[config.mk]
export PLATFORM = sky130hd
export DESIGN_NAME = ostmr_top
export DESIGN_NICKNAME = d
export VERILOG_FILES = /design/src/rtl/ostmr_pkg.sv /design/src/rtl/ostmr_regs.sv /design/src/rtl/ostmr_tick.sv /design/src/rtl/ostmr_count.sv /design/src/rtl/ostmr_top.sv
export SDC_FILE = /design/constraint.sdc
export NUM_CORES = 1
export LEC_CHECK = 0
export ABC_AREA = 0
export BUFFER_PORTS_ARGS = -buffer_cell sky130_fd_sc_hd__buf_2
export CAP_MARGIN = 0
export CORE_ASPECT_RATIO = 1.1
export CORE_MARGIN = 4
export CORE_UTILIZATION = 47
export CTS_CLUSTER_DIAMETER = 80
export DETAILED_ROUTE_END_ITERATION = 10
export PLACE_DENSITY = 0.68
export SYNTH_ARGS = -nofsm -noshare
export SYNTH_HDL_FRONTEND = slang
export SYNTH_SLANG_ARGS = --single-unit
[constraint.sdc]
create_clock -name clk -period 2.9 [get_ports clk]
set_input_delay 0.58 -clock clk [delete_from_list [all_inputs] [get_ports clk]]
set_output_delay 0.58 -clock clk [all_outputs]
set_load 0.05 [all_outputs]
[src/rtl/ostmr_pkg.sv]
// Package: shared register offsets, control field positions and the
// control word type for the operating-system timer.
package ostmr_pkg;

    localparam logic [5:0] A_CMP   = 6'h00;
    localparam logic [5:0] A_CLO   = 6'h04;
    localparam logic [5:0] A_CHI   = 6'h08;
    localparam logic [5:0] A_CTL   = 6'h0C;
    localparam logic [5:0] A_ENST  = 6'h10;
    localparam logic [5:0] A_ENSET = 6'h14;
    localparam logic [5:0] A_ENCLR = 6'h18;
    localparam logic [5:0] A_SHD   = 6'h1C;
    localparam logic [5:0] A_FLAG  = 6'h20;

    localparam int B_PCK  = 0;
    localparam int B_RTC  = 1;
    localparam int B_EXT  = 2;
    localparam int B_PRE  = 3;
    localparam int B_HALT = 9;
    localparam int B_FREE = 15;
    localparam int B_RUN  = 15;

    localparam int PRE_MAX_CODE = 5;

    typedef struct packed {
        logic       free;
        logic       halt;
        logic [2:0] pre;
        logic       ext_en;
        logic       rtc_en;
        logic       pck_en;
    } ctl_t;

endpackage

[src/rtl/ostmr_regs.sv]
// Register file: holds compare, control, run-enable and the sticky match
// flag, decodes write strobes for the counter words and muxes read data.
// Assumes single-cycle strobes and word-aligned addresses.
module ostmr_regs
    import ostmr_pkg::*;
#(
    parameter int DATA_W = 32,
    parameter int ADDR_W = 6
) (
    input  logic              clk,
    input  logic              rst_n,
    input  logic              wr,
    input  logic              rd,
    input  logic [ADDR_W-1:0] addr,
    input  logic [DATA_W-1:0] wdata,
    input  logic [DATA_W-1:0] cnt_lo,
    input  logic [DATA_W-1:0] cnt_hi,
    input  logic [DATA_W-1:0] shadow,
    input  logic              flag_set,
    output logic [DATA_W-1:0] cmp,
    output ctl_t              ctl,
    output logic              en,
    output logic              flag,
    output logic              ctl_wr,
    output logic              wr_lo,
    output logic              wr_hi,
    output logic              rd_lo,
    output logic [DATA_W-1:0] rdata
);

    logic wr_cmp, wr_set, wr_clr, wr_flag;

    // Address decode of the write and read strobes.
    always_comb begin
        wr_cmp  = wr && (addr == ADDR_W'(A_CMP));
        ctl_wr  = wr && (addr == ADDR_W'(A_CTL));
        wr_lo   = wr && (addr == ADDR_W'(A_CLO));
        wr_hi   = wr && (addr == ADDR_W'(A_CHI));
        wr_set  = wr && (addr == ADDR_W'(A_ENSET));
        wr_clr  = wr && (addr == ADDR_W'(A_ENCLR));
        wr_flag = wr && (addr == ADDR_W'(A_FLAG));
        rd_lo   = rd && (addr == ADDR_W'(A_CLO));
    end

    // Compare and control storage.
    always_ff @(posedge clk) begin
        if (!rst_n) begin
            cmp <= '0;
            ctl <= '0;
        end else begin
            if (wr_cmp) cmp <= wdata;
            if (ctl_wr) begin
                ctl.free   <= wdata[B_FREE];
                ctl.halt   <= wdata[B_HALT];
                ctl.pre    <= wdata[B_PRE+2:B_PRE];
                ctl.ext_en <= wdata[B_EXT];
                ctl.rtc_en <= wdata[B_RTC];
                ctl.pck_en <= wdata[B_PCK];
            end
        end
    end

    // Run-enable bit, set and cleared only by written ones.
    always_ff @(posedge clk) begin
        if (!rst_n)                     en <= 1'b0;
        else if (wr_set && wdata[B_RUN]) en <= 1'b1;
        else if (wr_clr && wdata[B_RUN]) en <= 1'b0;
    end

    // Sticky match flag; a new match wins over a clearing write.
    always_ff @(posedge clk) begin
        if (!rst_n)                  flag <= 1'b0;
        else if (flag_set)           flag <= 1'b1;
        else if (wr_flag && wdata[0]) flag <= 1'b0;
    end

    // Read data multiplexer.
    always_comb begin
        rdata = '0;
        case (addr)
            ADDR_W'(A_CMP):  rdata = cmp;
            ADDR_W'(A_CLO):  rdata = cnt_lo;
            ADDR_W'(A_CHI):  rdata = cnt_hi;
            ADDR_W'(A_CTL): begin
                rdata[B_PCK]           = ctl.pck_en;
                rdata[B_RTC]           = ctl.rtc_en;
                rdata[B_EXT]           = ctl.ext_en;
                rdata[B_PRE+2:B_PRE]   = ctl.pre;
                rdata[B_HALT]          = ctl.halt;
                rdata[B_FREE]          = ctl.free;
            end
            ADDR_W'(A_ENST): rdata[B_RUN] = en;
            ADDR_W'(A_SHD):  rdata = shadow;
            ADDR_W'(A_FLAG): rdata[0] = flag;
            default:         rdata = '0;
        endcase
    end

endmodule

[src/rtl/ostmr_tick.sv]
// Tick source and prescaler: merges the enabled tick sources and divides
// them by a power of four. Assumes strobes are already synchronous to clk
// and last one cycle. Holds its count whenever run is low.
module ostmr_tick #(
    parameter int NSRC  = 3,
    parameter int PRE_W = 10
) (
    input  logic            clk,
    input  logic            rst_n,
    input  logic            run,
    input  logic            restart,
    input  logic [NSRC-1:0] src_en,
    input  logic [NSRC-1:0] src_in,
    input  logic [2:0]      pre_sel,
    output logic            step
);

    localparam int MAX_CODE = PRE_W / 2;

    logic [NSRC-1:0]  src_hit;
    logic             tick;
    logic [PRE_W-1:0] limit;
    logic [PRE_W-1:0] pre_cnt;

    // Gate each source with its enable bit.
    for (genvar g = 0; g < NSRC; g++) begin : g_src
        assign src_hit[g] = src_en[g] & src_in[g];
    end

    // Raw tick and terminal count of the selected division.
    always_comb begin
        int code;
        tick  = run && (|src_hit);
        code  = (int'(pre_sel) > MAX_CODE) ? MAX_CODE : int'(pre_sel);
        limit = PRE_W'((32'd1 << (2 * code)) - 32'd1);
        step  = tick && (pre_cnt >= limit);
    end

    // Prescale counter, restarted on a control write.
    always_ff @(posedge clk) begin
        if (!rst_n || restart) pre_cnt <= '0;
        else if (tick)         pre_cnt <= (pre_cnt >= limit) ? '0 : pre_cnt + 1'b1;
    end

endmodule

[src/rtl/ostmr_count.sv]
// Counter core: 64-bit up-counter with a low-word compare, clear or
// free-run behaviour on match, direct word loads and the high-word
// snapshot taken on a low-word read. A software load wins over a step.
module ostmr_count #(
    parameter int HALF_W = 32
) (
    input  logic                clk,
    input  logic                rst_n,
    input  logic                step,
    input  logic                free,
    input  logic [HALF_W-1:0]   cmp,
    input  logic                wr_lo,
    input  logic                wr_hi,
    input  logic [HALF_W-1:0]   wdata,
    input  logic                rd_lo,
    output logic [2*HALF_W-1:0] cnt,
    output logic [HALF_W-1:0]   shadow,
    output logic                match_evt
);

    localparam int CNT_W = 2 * HALF_W;

    logic hit;

    // Low-word equality and the resulting match event.
    always_comb begin
        hit       = (cnt[HALF_W-1:0] == cmp);
        match_evt = step && hit;
    end

    // Counter update: step first, then software loads override.
    always_ff @(posedge clk) begin
        if (!rst_n) begin
            cnt <= '0;
        end else begin
            if (step) begin
                if (hit && !free) cnt <= '0;
                else              cnt <= cnt + CNT_W'(1);
            end
            if (wr_lo) cnt[HALF_W-1:0]     <= wdata;
            if (wr_hi) cnt[CNT_W-1:HALF_W] <= wdata;
        end
    end

    // Snapshot of the high word on a low-word read.
    always_ff @(posedge clk) begin
        if (!rst_n)     shadow <= '0;
        else if (rd_lo) shadow <= cnt[CNT_W-1:HALF_W];
    end

endmodule

[src/rtl/ostmr_top.sv]
// Top of the operating-system timer: ties register file, tick/prescaler
// and counter core together. Assumes a simple strobe register port and
// tick strobes already in the clk domain.
module ostmr_top
    import ostmr_pkg::*;
#(
    parameter int DATA_W = 32,
    parameter int ADDR_W = 6,
    parameter int PRE_W  = 10
) (
    input  logic              clk,
    input  logic              rst_n,
    input  logic              rtc_tick,
    input  logic              ext_tick,
    input  logic              bus_wr,
    input  logic              bus_rd,
    input  logic [ADDR_W-1:0] bus_addr,
    input  logic [DATA_W-1:0] bus_wdata,
    output logic [DATA_W-1:0] bus_rdata,
    output logic              irq
);

    localparam int CNT_W = 2 * DATA_W;
    localparam int NSRC  = 3;

    ctl_t              ctl;
    logic [DATA_W-1:0] cmp;
    logic              en, flag, ctl_wr, wr_lo, wr_hi, rd_lo;
    logic              run, step, match_evt;
    logic [CNT_W-1:0]  cnt;
    logic [DATA_W-1:0] shadow;
    logic [NSRC-1:0]   src_en, src_in;

    // Run qualifier and source vectors.
    always_comb begin
        run    = en && !ctl.halt;
        src_en = {ctl.ext_en, ctl.rtc_en, ctl.pck_en};
        src_in = {ext_tick, rtc_tick, 1'b1};
        irq    = flag;
    end

    ostmr_regs #(.DATA_W(DATA_W), .ADDR_W(ADDR_W)) u_regs (
        .clk(clk), .rst_n(rst_n), .wr(bus_wr), .rd(bus_rd),
        .addr(bus_addr), .wdata(bus_wdata),
        .cnt_lo(cnt[DATA_W-1:0]), .cnt_hi(cnt[CNT_W-1:DATA_W]),
        .shadow(shadow), .flag_set(match_evt),
        .cmp(cmp), .ctl(ctl), .en(en), .flag(flag), .ctl_wr(ctl_wr),
        .wr_lo(wr_lo), .wr_hi(wr_hi), .rd_lo(rd_lo), .rdata(bus_rdata)
    );

    ostmr_tick #(.NSRC(NSRC), .PRE_W(PRE_W)) u_tick (
        .clk(clk), .rst_n(rst_n), .run(run), .restart(ctl_wr),
        .src_en(src_en), .src_in(src_in), .pre_sel(ctl.pre), .step(step)
    );

    ostmr_count #(.HALF_W(DATA_W)) u_count (
        .clk(clk), .rst_n(rst_n), .step(step), .free(ctl.free),
        .cmp(cmp), .wr_lo(wr_lo), .wr_hi(wr_hi), .wdata(bus_wdata),
        .rd_lo(rd_lo), .cnt(cnt), .shadow(shadow), .match_evt(match_evt)
    );

endmodule

After elaboration in Yosys (flattened, before gate mapping)
Cells that the tools add are included.
Storage, ports and cells
  flip-flop bits (word level): 148
  output and inout port bits: 33
Operators by class
  $add $sub $neg: 3
  $lt $le $gt $ge: 2
  eq/ne operators: 9
  shift-type cells: 1
  muxes and demuxes: 17
  bitwise gates (word level): 2
  reductions and logical operators: 26
Operators by type and width (number)
  2-to-1 mux 64 bit: 2
  adder 64 x 1 -> 64 bit (second input constant): 1
  2-to-1 mux 32 bit: 2
  one-hot mux 16 bit (4 select lines): 1
  equality test 32 bit: 1
  left shift 1 x 32 -> 10 bit (first input constant): 1
  one-hot mux 5 bit (5 select lines): 1
  equality test 6 x 5 -> 1 bit (second input constant): 4
  one-hot mux 5 bit (4 select lines): 1
  logical AND 1 bit: 16
  equality test 6 x 4 -> 1 bit (second input constant): 2
  one-hot mux 1 bit (6 select lines): 2
  one-hot mux 3 bit (4 select lines): 1
  adder 10 x 1 -> 10 bit (second input constant): 1
  greater-or-equal comparator 10 bit: 1
  2-to-1 mux 10 bit: 1
  subtractor 10 x 1 -> 10 bit (second input constant): 1
  nonzero test 2 bit: 4
  equality test 6 x 3 -> 1 bit (second input constant): 1
  equality test 6 bit (second input constant): 1
  logical NOT 6 bit: 1
  one-hot mux 1 bit (5 select lines): 1
  2-to-1 mux 1 bit: 4
  greater-than comparator 3 bit (second input constant): 1
  5 further kinds: 8

Logic depth before layout (Yosys ltp)
Gate-level depths: netlist of run 1.
  depth in word-level cells: 8
  depth in mapped cells: 14

Modules after synthesis
A second synthesis of run 1 with hierarchy kept.
Unflattened totals
  cell total of the unflattened synthesis: 1245
  area total of the unflattened synthesis: 9549.2 um^2
Modules (own cells, without submodules)
  ostmr_count: instances 1, cells an instance 724, area an instance 5759.3 um^2
  ostmr_regs: instances 1, cells an instance 410, area an instance 2887.8 um^2
  ostmr_tick: instances 1, cells an instance 109, area an instance 884.6 um^2
  ostmr_top: instances 1, cells an instance 2, area an instance 17.5 um^2

Least setup slack after synthesis of run 1
No wires, ideal clock.
  kind: input to output
  from: in bus_addr[3]
  to: out bus_rdata[0]
  arrival time: 2558 ps
  path slack: -238 ps
  cell stages on the path: 5
  path buffers: 1
  path through: buf_1 inv_1 nor2_1 a22oi_1 o21ai_0
On the way
  longest elaborated chain between the ends: 2
  elaborated cells between the ends (all ways): 7
  classes of those cells: 5 x eq/ne; 1 x mux; 1 x reduce/logical
Ends and longest elaborated chain
  start: declaration: RTL line ostmr_top.sv:17  | input logic [ADDR_W-1:0] bus_addr,
  equality test 6 bit (tied with other cells): RTL line ostmr_regs.sv:80  | case (addr)
  one-hot mux 1 bit (6 select lines) *: RTL line ostmr_regs.sv:80
  end: declaration: RTL line ostmr_top.sv:19  | output logic [DATA_W-1:0] bus_rdata,
Every way passes the cells marked *; elsewhere a longest branch is shown, timed or not.

Final worst setup path of run 1
  from: reg u_regs.ctl[5] (netlist name)
  to: reg u_count.cnt[12]
On the way
  longest elaborated chain between the ends: 7
Ends and longest elaborated chain
  greater-than comparator 3 bit: RTL line ostmr_tick.sv:34  | code = (int'(pre_sel) > MAX_CODE) ? MAX_CODE : int'(pre_sel);
  2-to-1 mux 3 bit *: RTL line ostmr_tick.sv:34
  left shift 1 x 32 -> 10 bit *: RTL line ostmr_tick.sv:35  | limit = PRE_W'((32'd1 << (2 * code)) - 32'd1);
  subtractor 10 x 1 -> 10 bit *: RTL line ostmr_tick.sv:35
  greater-or-equal comparator 10 bit *: RTL line ostmr_tick.sv:36  | step = tick && (pre_cnt >= limit);
  logical AND 1 bit *: RTL line ostmr_tick.sv:36
  nonzero test 2 bit (no source line) *
  end signal: assignment: RTL line ostmr_count.sv:38  | else cnt <= cnt + CNT_W'(1);
  end signal: indexed assignment: RTL line ostmr_count.sv:40  | if (wr_lo) cnt[HALF_W-1:0] <= wdata;
  end signal: indexed assignment: RTL line ostmr_count.sv:41  | if (wr_hi) cnt[CNT_W-1:HALF_W] <= wdata;
  end: declaration: RTL line ostmr_count.sv:16  | output logic [2*HALF_W-1:0] cnt,
Marks and branches as above.
A chain may end at the register's enable or synchronous reset.

==> metrics.yaml, run 1 <==
placed_design:
  gp_congestion: 0.963
  io_buffers: 76
  dp_hpwl_um: 21300
detailed_routing:
  drt_wl_total_um: 30200
  final_antenna_net_count: 0
  drt_iter0_markers: 1017
  wl_per_cell_um: 20.7
  dr_total_vias: 9274
  dr.pass1.iters: 5
  routed_via_density: 6.33
  drc_errors: 0
worst_setup_path:
  slowest_delay_ps: 490
  path_delay_family: "simple AND/OR/NAND/NOR gates"
  required_ps: 3250
  endpoint_kind: "flop"
  cp_cell_sequence: "or3_4 > ha_4 > xnor2_1 > ha_1 > nand4_1 > o21ai_2 > o31ai_4 > or2_4 > buf_12 > or4_1 > a31oi_1"
  cp.arrival_ps: 3250
  setup.worst_path.start_class: "flop"
  crit_path_max_fanout: 15
  critPathBufInv: 1
  path_class: "reg -> reg"
  cpMaxStageDelayCell: "or4_1"
cts:
  cts_tree: "yes"
  htree_levels: 4
  insertion_delay_ps: 430
  cts_made_buffers: 17
  holdBufCountCts: 0
  clock_path_buffers: 2
  cts.sinks: 148
  clkTransAtPathRegs_ps: 70
  cts-root-buf: "clkbuf_16"
synthesis:
  synth_compound_area_share_pct: 26.5
  synth_nets: 1212
  muxShareOfSynthArea_pct: 2.17
  syn_area_mm2: 0.00869
  ys_top_cells_by_area: "dfxtp_1 34%, o21ai_0 7.6%, nand2_1 7.3%"
  synth_async_sr_flop_share_pct: 0
  synth_seq_cells: 148
  synth_top_area_share_pct: 34.1
  yosys.cell_types.count: 58
  yosys_warnings: 0
  synth_xor_area_share_pct: 4.74
  ys.flop_type: "dfxtp_1"
  synthSimpleGateAreaFrac_pct: 24.6
  yosys.area_share.adder_pct: 1.87
  synth_edf_count: 0
  yosysSeqAreaShare_pct: 34.1
  syn-instance-count: 1155
  syn_area_per_cell_um2: 7.52
  synth_top_family_by_area: "compound AO/OA/AOI/OAI gates"
  yosysTopAreaCell: "dfxtp_1"
power:
  max-vdd-ir-drop_mv: 0.373
  pwr_density_cell_mw_per_mm2: 461
  total_power_mw: 4.72
  leakagePower_nw: 3.51
final_layout:
  regArea_mm2: 0.00296
  fin_nets: 1270
  syn_to_final_growth_pct: 17.8
  final_layout_size_suffix_gt1_share_pct: 16.6
  multi_input_area_mm2: 0.00528
  fill_cells: 1718
  diodes: 0
die:
  io_pins: 77
  die_area_mm2: 0.0207
  die_x_um: 138
  coreArea_mm2: 0.0179
  initial_core_util_pct: 48.5
  die_h_um: 151
  placementRows: 51
timing:
  finalCritPeriodShare_pct: 99.7
  grt_setup_unrepaired: "true"
  slew_violations: 0
  min_period_ps: 2890
  setup_viol: 0
  slew_headroom_pct: 63.0
  hold_viol: 0
  worstMarginPinSlew_ps: 551
  skew_ps: 12.0
  hold_slack_ps: 414
  fmax_mhz: 346
global_route:
  grt.total_usage_pct: 29.2
  antenna_found_initial: 0
  grt_overflow_total: 0
  grt_pass1_vias: 8616
  grt_start_max_net_pins: 57
  grt_pass1_wl_um: 47300
run:
  cap_violations: 0
min_path:
  hold_path.class: "in -> reg"
run_status:
  status: "complete, no violations"
tightest hold or removal path, cell delays in order:
cell and delay, ps:
buf_2 120, nand2_1 50, a21oi_1 50
metal layers:
layer  wire length, µm  vias to the layer above  global-route usage [%]  share of wire [%]
li1                  -                     4342                       -                  -
met1             12500                     4419                    38.0                 41
met2             14200                      438                    47.2                 47
met3              2510                       75                    6.45                8.3
met4              1010                        0                    10.8                3.3
met5                 0                        -                       0                  0
cells by family after synthesis:
group           Yosys count
fa+ha+maj                13
flops                   148
mux                      18
compound gates          379
xor+xnor                 47
buf+inv                 122
simple gates            428
synthesized netlist by cell type, types with 2 or more instances:
library cell and instances:
a21oi_1 96, a221o_1 25, a221oi_1 3, a22o_1 24
a22oi_1 13, a31oi_1 66, a41oi_1 5, and2_0 2
and2_1 5, and3_1 11, and4_1 7, and4b_1 2
buf_2 29, buf_4 5, clkbuf_1 67, clkbuf_2 5
dfxtp_1 148, ha_1 13, inv_1 14, mux2_2 7
mux2i_1 11, nand2_1 170, nand2b_1 2, nand3_1 36
nand3b_1 14, nand4_1 31, nand4b_1 11, nor2_1 74
nor2b_1 5, nor3_1 13, nor3_2 2, nor4_1 6
o211a_1 3, o21a_1 2, o21ai_0 132, o22ai_1 2
o31a_1 3, or3_1 18, or4_1 9, xnor2_1 41
xor2_1 6
final timing paths:
kind | slack, ps | cells past startpoint | end | startpoint
setup / recovery | 9 | 11 | u_count.cnt[12] | u_regs.ctl[5]
hold / removal | 410 | 3 | u_regs.cmp[23] | bus_wdata[23]
setup reg to reg | 9 | 11 | u_count.cnt[12] | u_regs.ctl[5]
hold reg to reg | 450 | 2 | u_count.shadow[17] | u_count.shadow[17]
state kept, by name, indices dropped and copies added (netlist names):
name,cells
u_regs.cmp,32
u_regs.ctl,8
u_count.cnt,64
u_regs.flag,1
u_regs.en,1
u_count.shadow,32
u_tick.pre_cnt,10
what timing repair did:
| action | 4_1_cts | 5_1_grt |
|---|---|---|
| setup buffers | 0 | 4 |
| resized for setup | 8 | 6 |
| endpoints found under the setup margin | 58 | 53 |
| pin swaps | 1 | 9 |
| gates cloned | 0 | 1 |
report_power, final:
part	internal [mW]	total (mW)	switching [mW]
Sequential	2.04	2.06	0.0137
Combinational	0.137	0.386	0.249
Clock	1.40	2.28	0.884
Total	3.57	4.72	1.15
through the flow:
| step | cells | utilization [%] | setup WS [ps] | TNS (ps) | cell area, µm² |
|---|---|---|---|---|---|
| 5_1_grt | 1464 | 57.1 | -84.9 | -535 | 10200 |
| 3_3_place_gp | 1427 | 53.1 | -73.0 | -499 | 9530 |
| 4_1_cts | 1459 | 56.6 | 7.41 | 0 | 10100 |
| 2_1_floorplan | 1155 | - | 3.39 | 0 | 8690 |
| 3_5_place_dp | 1427 | 53.1 | -132 | -2660 | 9530 |
| 6_report | 1464 | 57.1 | 8.96 | 0 | 10200 |
cell usage in the layout (no fill, tap or decap), types with 9 or more instances in the layout:
master / instances
nand4b_1: 11
nor3_1: 13
ha_1: 12
buf_12: 9
or3_1: 17
nand3b_1: 14
xnor2_1: 41
a21oi_1: 96
o21ai_0: 123
a221o_1: 25
a22oi_1: 13
inv_1: 13
nor2_1: 72
and3_1: 11
buf_4: 59
or4_1: 9
nand4_1: 31
dfxtp_1: 148
a31oi_1: 66
buf_2: 76
a22o_1: 24
clkbuf_16: 18
nand3_1: 36
nand2_1: 168
mux2i_1: 11
o21ai_1: 9
area by class of cell:
cell class                      instances  share of cell area (%)
Multi-Input combinational cell        885                    51.5
Inverter                               14                   0.513
Tap cell                              238                    2.91
Clock inverter                          9                    1.25
Sequential cell                       148                    28.9
Timing Repair Buffer                  147                    10.3
Clock buffer                           23                    4.57
No activity file was read; power rests on OpenSTA's default activity.
==> run 2: changes to the inputs <==
Settings changed: CORE_ASPECT_RATIO 1.1 to 1.2, CTS_BUF_LIST set to sky130_fd_sc_hd__clkbuf_8, RECOVER_POWER set to 50.
==> run 2 against run 1 <==
  * The run now ends with setup timing left
  * Design area fell by 1.1%
  * Clock power decreased by 18%
  * Non-clock buffer count rose by 11
  * Total power down 8.7%
  * Utilization fell by 1.4 points
  * Setup slack got worse by 78 ps
  * Hold slack worse by 38 ps
  * Cell count down 0.20%
  * Combinational power increased by 4%
==> metrics.yaml, run 2 (synthesis results as in run 1) <==
power:
  total_power_mw: 4.31
  pwr_density_cell_mw_per_mm2: 426
  max-vdd-ir-drop_mv: 0.242
  leakagePower_nw: 3.49
min_path:
  min_from: "bus_wdata[11]"
  hold_path.class: "in -> reg"
  holdPathStages: 3
  min_to: "u_regs.cmp[11]"
worst_setup_path:
  r2r.worst_path.cells: 12
  path_class: "in -> out"
  r2r_end: "u_count.cnt[35]"
  cp.arrival_ps: 2390
  crit_path_max_fanout: 28
  startpoint: "bus_addr[5]"
  required_ps: 2320
  r2r-start: "u_regs.ctl[3]"
  endpoint_kind: "output port"
  ff2ff_setup_slack_ps: 0
  setup.worst_path.start_class: "input pin"
cts:
  cts_tree: "yes"
  clkTransAtPathRegs_ps: 90
  cts.sinks: 148
  clock_path_buffers: 2
  htree_levels: 4
  cts_made_buffers: 17
  insertion_delay_ps: 470
  cts-root-buf: "clkbuf_8"
  cts_setup_buffers: 0
detailed_routing:
  dr_total_vias: 9358
  dr.pass1.iters: 7
  routed_via_density: 6.41
  drc_errors: 0
  drt_wl_total_um: 31300
  final_antenna_net_count: 0
  drt_iter0_markers: 1003
  wl_per_cell_um: 21.4
timing:
  skew_ps: 18.9
  slew_headroom_pct: 20.3
  finalCritPeriodShare_pct: 102
  hold_viol: 0
  min_period_ps: 2970
  worstMarginPinSlew_ps: 1200
  slew_violations: 0
  grt_setup_unrepaired: "true"
  postLayoutSetupSlackWorst_ps: -69.1
  fmax_mhz: 337
  setup_viol: 26
final_layout:
  diodes: 0
  syn_to_final_growth_pct: 16.4
  final_common_cell: "nand2_1"
  reg_top3: "u_count.cnt: 64 flops, u_count.shadow: 32 flops, u_regs.cmp: 32 flops"
  fin_nets: 1281
  final_cell_mix: "168 x nand2_1, 148 x dfxtp_1, 124 x o21ai_0, 96 x a21oi_1, 73 x nor2_1"
  regMostFlops: "u_count.cnt"
  fill_cells: 1793
  final_layout_size_suffix_gt1_share_pct: 17.2
  design_area_mm2: 0.0101
  layout.cells.non_filler: 1461
  largest_reg_flops: 64
placed_design:
  placed_area_mm2: 0.00962
  gp_congestion: 0.943
  dp_hpwl_um: 21500
  dp.cells: 1427
  io_buffers: 76
run:
  cap_violations: 0
run_status:
  status: "finished with violations"
  failed_checks: "setup timing"
global_route:
  grt_start_max_net_pins: 65
  grt_pass1_wl_um: 48400
  grt.total_usage_pct: 29.3
  grt_pass1_vias: 8647
  antenna_found_initial: 0
  grt_overflow_total: 0
die:
  placementRows: 54
  initial_core_util_pct: 47.8
  die_x_um: 132
  die_area_mm2: 0.0207
  die_h_um: 157
  coreArea_mm2: 0.0182
  io_pins: 77
==> run 2: worst max-delay path by stage <==
stage,end,slack (ps),depth (start not counted)
floorplan,bus_rdata[10],3,6
global placement,u_count.cnt[12],0.8,12
detailed placement,u_count.cnt[35],-60,12
CTS,u_tick.pre_cnt[1],2,13
global route,u_count.cnt[11],-110,12
finish,bus_rdata[21],-70,8
==> run 2: cell type report <==
cell class | instances | area (µm²) | area share, %
Clock buffer | 18 | 248 | 2.45
Clock inverter | 14 | 201 | 1.99
Inverter | 14 | 52.6 | 0.519
Multi-Input combinational cell | 885 | 5250 | 51.9
Sequential cell | 148 | 2960 | 29.3
Tap cell | 224 | 280 | 2.77
Timing Repair Buffer | 158 | 1120 | 11.1
==> run 2: layer usage <==
metal	vias up	track usage, %	part of all wire, %	routed length, µm
li1	4355	-	-	-
met1	4491	37.6	41	12700
met2	445	51.4	49	15400
met3	67	3.71	7.1	2230
met4	0	9.75	2.8	864
met5	-	0	0	0
==> run 2: worst max-delay path, stage by stage <==
cell	delay (ps)
buf_2	110
nor3_1	330
nand2b_1	160
nor3b_1	360
buf_12	260
a22o_1	170
a221o_1	130
buf_2	270
==> run 2: repair_timing <==
| action | in CTS | in global routing |
|---|---|---|
| resized for setup | 6 | 6 |
| pin swaps | 4 | 13 |
| setup endpoints to repair | 45 | 71 |
| cloned | 1 | 1 |
| hold buffers | 0 | 0 |
==> run 2: through the flow <==
stage          TNS, ps  setup slack, ps  hold WS [ps]  utilization, %
3_3_place_gp         0            0.773           441            52.9
6_report          -767            -69.1           376            55.7
5_1_grt          -3620             -109           365            55.7
4_1_cts              0             2.13           352            55.7
3_5_place_dp      -454            -64.8           447            52.9
2_1_floorplan        0             3.39           436               -
==> run 2: where the power goes <==
part	leakage [nW]	switching, mW	internal, mW	total, mW
Combinational	2.08	0.258	0.141	0.400
Sequential	1.19	0.0136	2.04	2.05
Clock	0.214	0.885	0.972	1.86
Total	3.49	1.16	3.15	4.31
==> run 3: changes to the inputs <==
--- a/constraint.sdc
+++ b/constraint.sdc
@@ -3,2 +3,2 @@
 set_output_delay 0.58 -clock clk [all_outputs]
-set_load 0.05 [all_outputs]
+set_load 0.005 [all_outputs]
==> run 3 against run 2 <==
  * The flow still finishes with violations (setup timing)
  * Utilization decreased by 0.47 points
  * Design area decreased by 0.85%
  * Hold slack got worse by 4.7 ps
  * Combinational power about the same
  * Clock power decreased by 13%
  * Highest routed layer unchanged
  * Setup slack improved by 54 ps
  * Largest power group unchanged
  * Critical endpoint is now bus_rdata[15]
  * Register-to-register slack about the same
==> metrics.yaml, run 3 (synthesis results as in run 1) <==
cts:
  htree_levels: 4
  cts_tree: "yes"
  cts.sinks: 148
  cts-root-buf: "clkbuf_8"
  cts_made_buffers: 17
  holdBufCountCts: 0
  clkTransAtPathRegs_ps: 80
  insertion_delay_ps: 460
  clock_path_buffers: 2
final_layout:
  fill_cells: 1731
  final_common_cell: "nand2_1"
  largest_reg_flops: 64
  syn_to_final_growth_pct: 15.4
  final_layout_size_suffix_gt1_share_pct: 16.4
  fin_nets: 1275
  final_cell_mix: "168 x nand2_1, 147 x dfxtp_1, 131 x o21ai_0, 96 x a21oi_1, 74 x nor2_1"
  diodes: 0
  reg_top3: "u_count.cnt: 64 flops, u_count.shadow: 32 flops, u_regs.cmp: 32 flops"
  layout.cells.non_filler: 1455
  design_area_mm2: 0.0100
  regMostFlops: "u_count.cnt"
timing:
  worstMarginPinSlew_ps: 930
  postLayoutSetupSlackWorst_ps: -14.6
  setup_viol: 2
  skew_ps: 12.7
  slew_violations: 0
  slew_headroom_pct: 38.0
  hold_viol: 0
  fmax_mhz: 343
  grt_setup_unrepaired: "true"
  finalCritPeriodShare_pct: 101
  min_period_ps: 2910
worst_setup_path:
  cp.arrival_ps: 2330
  required_ps: 2320
  path_class: "in -> out"
  setup.worst_path.start_class: "input pin"
  endpoint_kind: "output port"
  crit_path_max_fanout: 31
placed_design:
  dp_hpwl_um: 21000
  place_ws_ps: -190
  io_buffers: 76
  dp.cells: 1419
  placed_area_mm2: 0.00957
  gp_congestion: 0.981
power:
  p_seq_share_pct: 50.4
  max-vdd-ir-drop_mv: 0.255
  p_clk_share_pct: 39.8
  p_int_mw: 3.00
  power.switching_mw: 1.07
  leakagePower_nw: 3.44
  p_comb_share_pct: 9.8
  swShare_pct: 26.3
  pwr_density_cell_mw_per_mm2: 406
global_route:
  grt_overflow_total: 0
  grt.total_usage_pct: 28.7
  grt_pass1_vias: 8509
  grt_start_max_net_pins: 77
  grt_pass1_wl_um: 47400
  antenna_found_initial: 0
detailed_routing:
  routed_via_density: 6.38
  drc_errors: 0
  dr.pass1.iters: 5
  drt_wl_total_um: 30400
  drt_iter0_markers: 976
  final_antenna_net_count: 0
  wl_per_cell_um: 20.9
  dr_total_vias: 9282
run_status:
  status: "finished with violations"
  failed_checks: "setup timing"
die:
  die_area_mm2: 0.0207
  io_pins: 77
  die_h_um: 157
  coreArea_mm2: 0.0182
  placementRows: 54
  die_x_um: 132
  initial_core_util_pct: 47.8
run:
  cap_violations: 0
min_path:
  hold_path.class: "in -> reg"
## run 3: changes by cell type in the layout (fill, tap and decap cells not counted), moves of 3 or more
cell	previous run	this run
clkbuf_2	7	1
clkinvlp_4	4	1
o21ai_0	124	131
buf_4	68	57
clkbuf_1	1	7
inv_1	14	17
buf_8	0	4
o21ai_1	9	2
## run 3: final timing paths
check,startpoint,endpoint,slack [ps],cells after the start
worst max-delay path,bus_addr[2],bus_rdata[15],-10,5
worst min-delay path,bus_wdata[20],u_regs.cmp[20],370,3
worst max register to register,u_regs.ctl[3],u_count.cnt[12],-10,12
worst min register to register,u_count.shadow[14],u_count.shadow[14],460,2
## run 3: repair_timing
item	in CTS	in global routing
gates resized for setup	9	11
pin swaps	3	10
endpoints found under the setup margin	46	40
buffers inserted	2	2
gates cloned	0	0
## run 3: through the flow
stage | hold WS [ps] | power, mW | TNS, ps | utilization, %
floorplan | 436 | 2.33 | 0 | -
global placement | 441 | 2.48 | -1560 | 52.6
detailed placement | 447 | 2.49 | -2870 | 52.6
CTS | 357 | 4.08 | 0 | 55.0
global route | 377 | 4.21 | -1850 | 55.2
finish | 371 | 4.07 | -23.0 | 55.2
## run 3: power by group through the flow
stage / clock network (mW) / logic, mW / registers, mW
2_1_floorplan: 0 / 0.236 / 2.09
3_3_place_gp: 0 / 0.384 / 2.10
3_5_place_dp: 0 / 0.385 / 2.10
4_1_cts: 1.64 / 0.389 / 2.05
5_1_grt: 1.72 / 0.435 / 2.05
6_report: 1.62 / 0.397 / 2.05
## run 3: worst max-delay path, stage by stage
cell and delay [ps]:
clkbuf_1 680, and4_1 400, buf_12 240, a221o_1 280, buf_2 150
## run 3: routing by layer
metal  track usage [%]  vias up  routed length, µm
li1                  -     4352                  -
met1              35.9     4444              12600
met2              48.8      410              14500
met3              4.70       76               2110
met4              12.9        0               1230
met5                 0        -                  0
## run 3: cell type report
type / count / area [µm²] / share of cell area (%)
multi-input combinational: 885 / 5280 / 52.6
sequential: 148 / 2960 / 29.5
timing repair buffer: 152 / 1070 / 10.6
tap: 224 / 280 / 2.79
clock buffer: 20 / 275 / 2.74
clock inverter: 12 / 115 / 1.15
inverter: 14 / 52.6 / 0.524
